`src/rtl/pkt_sched_pkg.sv`:
```
package pkt_sched_pkg;

    typedef enum logic {
        SND_IDLE = 1'b0,
        SND_BUSY = 1'b1
    } snd_state_e;

    // index a+b reduced modulo n, for a,b < n
    function automatic int wrap_add(input int a, input int b, input int n);
        int s;
        s = a + b;
        if (s >= n) s = s - n;
        return s;
    endfunction

endpackage

```
`src/rtl/sched_credit.sv`:
```
module sched_credit #(
    parameter int unsigned CW = 4
) (
    input  logic clk,
    input  logic rst,
    input  logic trig,
    input  logic free,
    input  logic take,
    output logic has_credit
);
    localparam logic [CW-1:0] CMAX = {CW{1'b1}};

    logic [CW-1:0] cnt;

    always_ff @(posedge clk) begin
        if (rst || free) begin
            cnt <= '0;
        end else if (trig && !take) begin
            if (cnt != CMAX) cnt <= cnt + 1'b1;
        end else if (!trig && take) begin
            cnt <= cnt - 1'b1;
        end
    end

    assign has_credit = (cnt != '0);

    // credits are gone one cycle after entering free mode
    p_clear_on_free_r6: assert property (@(posedge clk) disable iff (rst)
        $rose(free) |=> !has_credit);

    // a managed release only happens against a held credit
    p_take_needs_credit_r3: assert property (@(posedge clk) disable iff (rst)
        take |-> has_credit);

    // no credit survives a cycle spent in free mode
    p_free_no_credit_r10: assert property (@(posedge clk) disable iff (rst)
        free |=> !has_credit);

endmodule

```
`src/rtl/sched_rr_arb.sv`:
```
module sched_rr_arb
    import pkt_sched_pkg::*;
#(
    parameter int unsigned NQ = 5,
    localparam int unsigned IW = (NQ > 1) ? $clog2(NQ) : 1
) (
    input  logic          clk,
    input  logic          rst,
    input  logic [NQ-1:0] req,
    input  logic          take,
    output logic          gnt_any,
    output logic [IW-1:0] gnt_idx
);
    logic [IW-1:0] ptr;

    always_comb begin
        gnt_any = 1'b0;
        gnt_idx = '0;
        for (int k = 0; k < NQ; k++) begin
            int idx;
            idx = wrap_add(int'(ptr), k, NQ);
            if (!gnt_any && req[idx]) begin
                gnt_any = 1'b1;
                gnt_idx = IW'(idx);
            end
        end
    end

    always_ff @(posedge clk) begin
        if (rst) ptr <= '0;
        else if (take && gnt_any) ptr <= IW'(wrap_add(int'(gnt_idx), 1, NQ));
    end

    // the pointer always names a real source
    p_ptr_in_range_r7: assert property (@(posedge clk) disable iff (rst)
        int'(ptr) < NQ);

endmodule

```
`src/rtl/pkt_release_sched.sv`:
```
module pkt_release_sched
    import pkt_sched_pkg::*;
#(
    parameter int unsigned NQ = 5,
    parameter int unsigned W  = 16,
    parameter int unsigned CW = 4,
    localparam int unsigned IW = (NQ > 1) ? $clog2(NQ) : 1
) (
    input  logic            clk,
    input  logic            rst,
    input  logic [NQ-1:0]   free_mode,
    input  logic [NQ-1:0]   send_trig,
    input  logic [NQ-1:0]   src_pkt_avail,
    input  logic [NQ*W-1:0] src_data,
    input  logic [NQ-1:0]   src_last,
    output logic [NQ-1:0]   src_pop,
    output logic            out_valid,
    output logic [W-1:0]    out_data,
    output logic            out_last,
    output logic [IW-1:0]   out_src,
    input  logic            out_ready
);
    snd_state_e    state;
    logic [IW-1:0] owner;
    logic [NQ-1:0] has_credit;
    logic [NQ-1:0] eligible;
    logic [NQ-1:0] take;
    logic          gnt_any;
    logic [IW-1:0] gnt_idx;
    logic          start;

    assign start = (state == SND_IDLE) && gnt_any;

    for (genvar i = 0; i < NQ; i++) begin : g_q
        assign eligible[i] = src_pkt_avail[i] && (free_mode[i] || has_credit[i]);
        assign take[i]     = start && (int'(gnt_idx) == i) && !free_mode[i];
        assign src_pop[i]  = (state == SND_BUSY) && (int'(owner) == i) && out_ready;

        sched_credit #(.CW(CW)) u_cred (
            .clk        (clk),
            .rst        (rst),
            .trig       (send_trig[i]),
            .free       (free_mode[i]),
            .take       (take[i]),
            .has_credit (has_credit[i])
        );
    end

    sched_rr_arb #(.NQ(NQ)) u_arb (
        .clk     (clk),
        .rst     (rst),
        .req     (eligible),
        .take    (start),
        .gnt_any (gnt_any),
        .gnt_idx (gnt_idx)
    );

    always_comb begin
        out_data = '0;
        out_last = 1'b0;
        for (int i = 0; i < NQ; i++) begin
            if (int'(owner) == i) begin
                out_data = src_data[i*W +: W];
                out_last = src_last[i];
            end
        end
    end

    assign out_valid = (state == SND_BUSY);
    assign out_src   = owner;

    always_ff @(posedge clk) begin
        if (rst) begin
            state <= SND_IDLE;
            owner <= '0;
        end else if (state == SND_IDLE) begin
            if (gnt_any) begin
                state <= SND_BUSY;
                owner <= gnt_idx;
            end
        end else if (out_ready && out_last) begin
            state <= SND_IDLE;
        end
    end

    // idle during and right after reset
    p_reset_idle_r1: assert property (@(posedge clk)
        rst |=> (!out_valid && src_pop == '0));

    // the owner stays fixed until the last word is taken
    p_no_interleave_r8: assert property (@(posedge clk) disable iff (rst)
        (out_valid && !(out_ready && out_last)) |=> (out_valid && $stable(out_src)));

    // a stalled word is held
    p_hold_stall_r9: assert property (@(posedge clk) disable iff (rst)
        (out_valid && !out_ready) |=> (out_valid && $stable(out_data) && $stable(out_last)));

    // at most one source is popped at a time
    p_single_pop_r8: assert property (@(posedge clk) disable iff (rst)
        $onehot0(src_pop));

    // a managed source is only granted while it holds a credit
    p_managed_gate_r3: assert property (@(posedge clk) disable iff (rst)
        (start && !free_mode[gnt_idx]) |-> has_credit[gnt_idx]);

endmodule

```
`config.mk`:
```
export PLATFORM = sky130hd
export DESIGN_NAME = pkt_release_sched
export DESIGN_NICKNAME = d
export VERILOG_FILES = /design/src/rtl/pkt_sched_pkg.sv /design/src/rtl/sched_credit.sv /design/src/rtl/sched_rr_arb.sv /design/src/rtl/pkt_release_sched.sv
export SDC_FILE = /design/constraint.sdc
export NUM_CORES = 1
export LEC_CHECK = 0
export ABC_CLOCK_PERIOD_IN_PS = 5600
export BUFFER_PORTS_ARGS = -buffer_cell sky130_fd_sc_hd__buf_2
export CAP_MARGIN = 25
export CORE_ASPECT_RATIO = 0.7
export CORE_MARGIN = 1
export CORE_UTILIZATION = 40
export DETAILED_ROUTE_END_ITERATION = 12
export PLACE_DENSITY = 0.74
export SYNTH_ARGS = -nofsm -noshare
export SYNTH_HDL_FRONTEND = slang
export SYNTH_SLANG_ARGS = --single-unit
```
`constraint.sdc`:
```
create_clock -name clk -period 5.6 [get_ports clk]
set_input_delay 0.28 -clock clk [delete_from_list [all_inputs] [get_ports clk]]
set_output_delay 0.28 -clock clk [all_outputs]
set_load 0.02 [all_outputs]
```
==> flow_metrics.tcl <==
set metrics [dict create \
    crit_path_frequent_cell "ha_1" \
    setup_viol 0 \
    hold_buffers 0 \
    clkPwrFrac_pct 6.8 \
    synth_area_leaders "dfxtp_1 (14%), mux4_2 (10%), ha_1 (8.0%)" \
    cp_num_buf_inv 2 \
    dr.pass1.iters 5 \
    die_area_um2 9756 \
    worstSetupEndpointType "flip-flop" \
    dpl.cell_count 708 \
    cpPeakStageDelay_ps 520 \
    clk_path_buf_depth 2 \
    postRouteAntennaNets 0 \
    die_height_um 82.94 \
    synthArstFlopShare_pct 0 \
    port-buffer-count 128 \
    yosys.area.top_type "dfxtp_1" \
    finalCritPeriodShare_pct 96.12 \
    worstPathArrival_ps 5550 \
    synth.distinct_cells 78 \
    drt-wirelength-per-cell_um 16.73 \
    required_ps 5770 \
    synth_top_family_by_area "simple AND/OR/NAND/NOR gates" \
    slew_headroom_pct 30.84 \
    rows 29 \
    synth_edf_count 0 \
    synth_compound_area_share_pct 23.60 \
    dp_hpwl_um 9741 \
    pwr-share-seq_pct 13.3 \
    p_comb_share_pct 79.9 \
    track_usage_pct 24.00 \
    syn_area_um2 3744 \
    synth_top_flop_cell "dfxtp_1" \
    power.net_switching_mw 1.341 \
    synthCells 461 \
    path_class "flip-flop to flip-flop" \
    nets 724 \
    muxShareOfSynthArea_pct 16.14 \
    core_um2 9071 \
    fin_crit_ps 5382 \
    root_buffer "clkbuf_16" \
    antenna_cells 0 \
    post_synth_fa_ha_maj_area_fraction_pct 11.23 \
    status "finished, final reports clean" \
    total_power_mw 2.521 \
    max_freq_mhz 185.8 \
    routed_via_density 5.882 \
    grt_overflow 0 \
    final-max-slew-violation-count 0 \
    crit_chain "buf_4 > ha_2 > and3b_2 > or4_4 > a22o_1 > o221a_4 > or4_4 > o31a_1 > o41ai_1 > buf_4 > ha_1 > ha_1 > nand2b_1 > a311o_2 > nand2_2 > ha_1 > a21o_1 > a21o_1 > a41o_1 > a2111oi_2" \
    ir_worst_vdd_uv 295.0 \
    yosysSeqAreaShare_pct 14.44 \
    place_congestion 0.8922 \
    slowest_stage "or4_4" \
    final_cells 714 \
    yosysTopAreaCellShare_pct 14.44 \
    wirelength_um 11940 \
    p_sw_share_pct 53.20 \
    tritoncts "built" \
    p_per_area_nw_per_um2 534.7 \
    initial_core_util_pct 41.27 \
    drc 0 \
    worst_pin_slew_ps 1033 \
    crit_start "u_arb.ptr[0]" \
    htree_levels 1 \
    cts_buffers 3 \
    ys_ff_latch 27 \
    path_clk_slew_ps 70 \
    seq_area_um2 541.8 \
    crit_path_start_kind "flip-flop" \
    first_iter_violations 361 \
    synthesis.nets 594 \
    clock_latency_ps 270 \
    grt_max_degree 25 \
    critPathMaxFanout 14 \
    clock_skew_ps 3.528 \
    clock-sinks 27 \
    areaGrowthSynthToFinish_pct 25.94 \
    hp-class "input pin to flip-flop" \
    n_fill_cell 899 \
    synth_simple_gate_area_share_pct 25.60 \
    finalHoldViolations 0 \
    drive_gt1_share_pct 34.41 \
    vias 4200 \
    multiInputGateArea_um2 3053 \
    min_from "free_mode[1]" \
    first_global_vias 3779 \
    ios 129 \
    grt_pass1_wl_um 19230 \
    leakagePower_nw 2.201 \
    synthXorXnorAreaFrac_pct 3.041 \
    drv_cap 0 \
    ys_warn_count 0 \
    p_int_mw 1.180 \
    antenna_found_initial 1 \
    synth.avg_cell_area_um2 8.121 \
    cp_top_family "compound AO/OA/AOI/OAI gates" \
    worst_r2r_startpoint "u_arb.ptr[0]" \
    die_w_um 117.6 \
]
-- path summary, 6_finish.rpt --
path / end / slack, ps / cells after the start
worst min-delay path: g_q[1].u_cred.cnt[2] / 230 / 2
worst max register to register: g_q[3].u_cred.cnt[3] / 220 / 20
worst max-delay path: g_q[3].u_cred.cnt[3] / 220 / 20
worst min register to register: g_q[0].u_cred.cnt[3] / 490 / 2
-- sequential cells by signal, indices dropped and copies added, names as in the netlist --
name            flops
out_valid           1
out_src             3
u_arb.ptr           3
g_q.u_cred.cnt     20
-- repair_timing --
| action | 4_1_cts | 5_1_grt |
|---|---|---|
| endpoints found under the setup margin | 1 | 6 |
| gates resized for setup | 4 | 16 |
| pin swaps | 0 | 1 |
| buffers inserted | 1 | 0 |
-- power groups by stage --
stage,combinational (mW),clock (mW),sequential [mW]
final,2.02,0.171,0.334
after global routing,2.20,0.186,0.344
after CTS,1.92,0.175,0.329
after detailed placement,1.89,0,0.333
after global placement,1.85,0,0.331
after floorplan,1.42,0,0.301
-- placed cells by master, fill, tap and decap left out, drive strengths merged, types with 5 or more instances in the layout --
cell	synthesis	layout
buf	5	143
nand2	48	48
inv	36	36
o21ai	33	33
nor2	28	28
dfxtp	27	27
ha	24	24
mux2i	21	21
mux4	17	17
nand3	17	17
a21oi	17	17
nor3	14	14
and2	10	10
a21o	10	10
or3	10	10
nand4	8	8
nor2b	7	7
xnor2	7	7
o211ai	7	7
xor2	6	6
fa	6	6
and3	6	6
a21boi	6	6
or4	6	6
a211oi	6	6
a31oi	5	5
nor4	5	5
a311oi	5	5
-- synth_stat cells, types with 10 or more instances --
library cell and n:
nand2_1 48, inv_1 35, o21ai_0 29, nor2_1 28
dfxtp_1 27, ha_1 24, mux2i_1 21, a21oi_1 17
mux4_2 17, nand3_1 16, clkbuf_1 13, nor3_1 13
a21o_1 10, and2_1 10
-- cells by family (layout without fill, tap and decap cells) --
| family | after synthesis | count (layout) |
|---|---|---|
| and+or+nand+nor | 176 | 176 |
| AOI/OAI and AO/OA | 122 | 122 |
| buffers and inverters | 54 | 183 |
| muxes | 39 | 39 |
| adders and majority gates | 30 | 30 |
| DFF | 27 | 27 |
| xor gates and xnor gates | 13 | 13 |
-- metal layers --
metal	part of all wire (%)	up-vias	global-route usage, %
li1	-	1986	-
met4	0.54	0	2.797
met2	44	182	34.81
met5	0	-	0
met1	47	2024	36.97
met3	8.7	8	4.945
-- area by class of cell --
class | instances | area share [%]
Multi-Input combinational cell | 380 | 64.76
Timing Repair Buffer | 143 | 15.92
Sequential cell | 27 | 11.49
Tap cell | 124 | 3.291
Inverter | 36 | 2.866
Clock buffer | 4 | 1.672
-- per-stage QoR --
stage	setup slack (ps)	setup TNS, ps	utilization (%)	cell area [um^2]	hold WS [ps]
3_5_place_dp	-87.13	-87.13	50.21	4554	486.5
5_1_grt	-8.773	-8.773	51.97	4715	244.1
4_1_cts	18.71	0	51.42	4664	232.6
6_report	217.5	0	51.97	4715	234.9
3_3_place_gp	271.6	0	50.21	4554	468.0
2_1_floorplan	295.9	0	-	3744	351.0
-- worst register-to-register path, delay by kind of cell, from the launching register on --
family	cells	cell delay [ps]
and+or+nand+nor	5	1440
buffers and inverters	2	410
DFF	1	320
AOI/OAI and AO/OA	9	2290
adders and majority gates	4	810
Power figures use the tool's default switching activity.
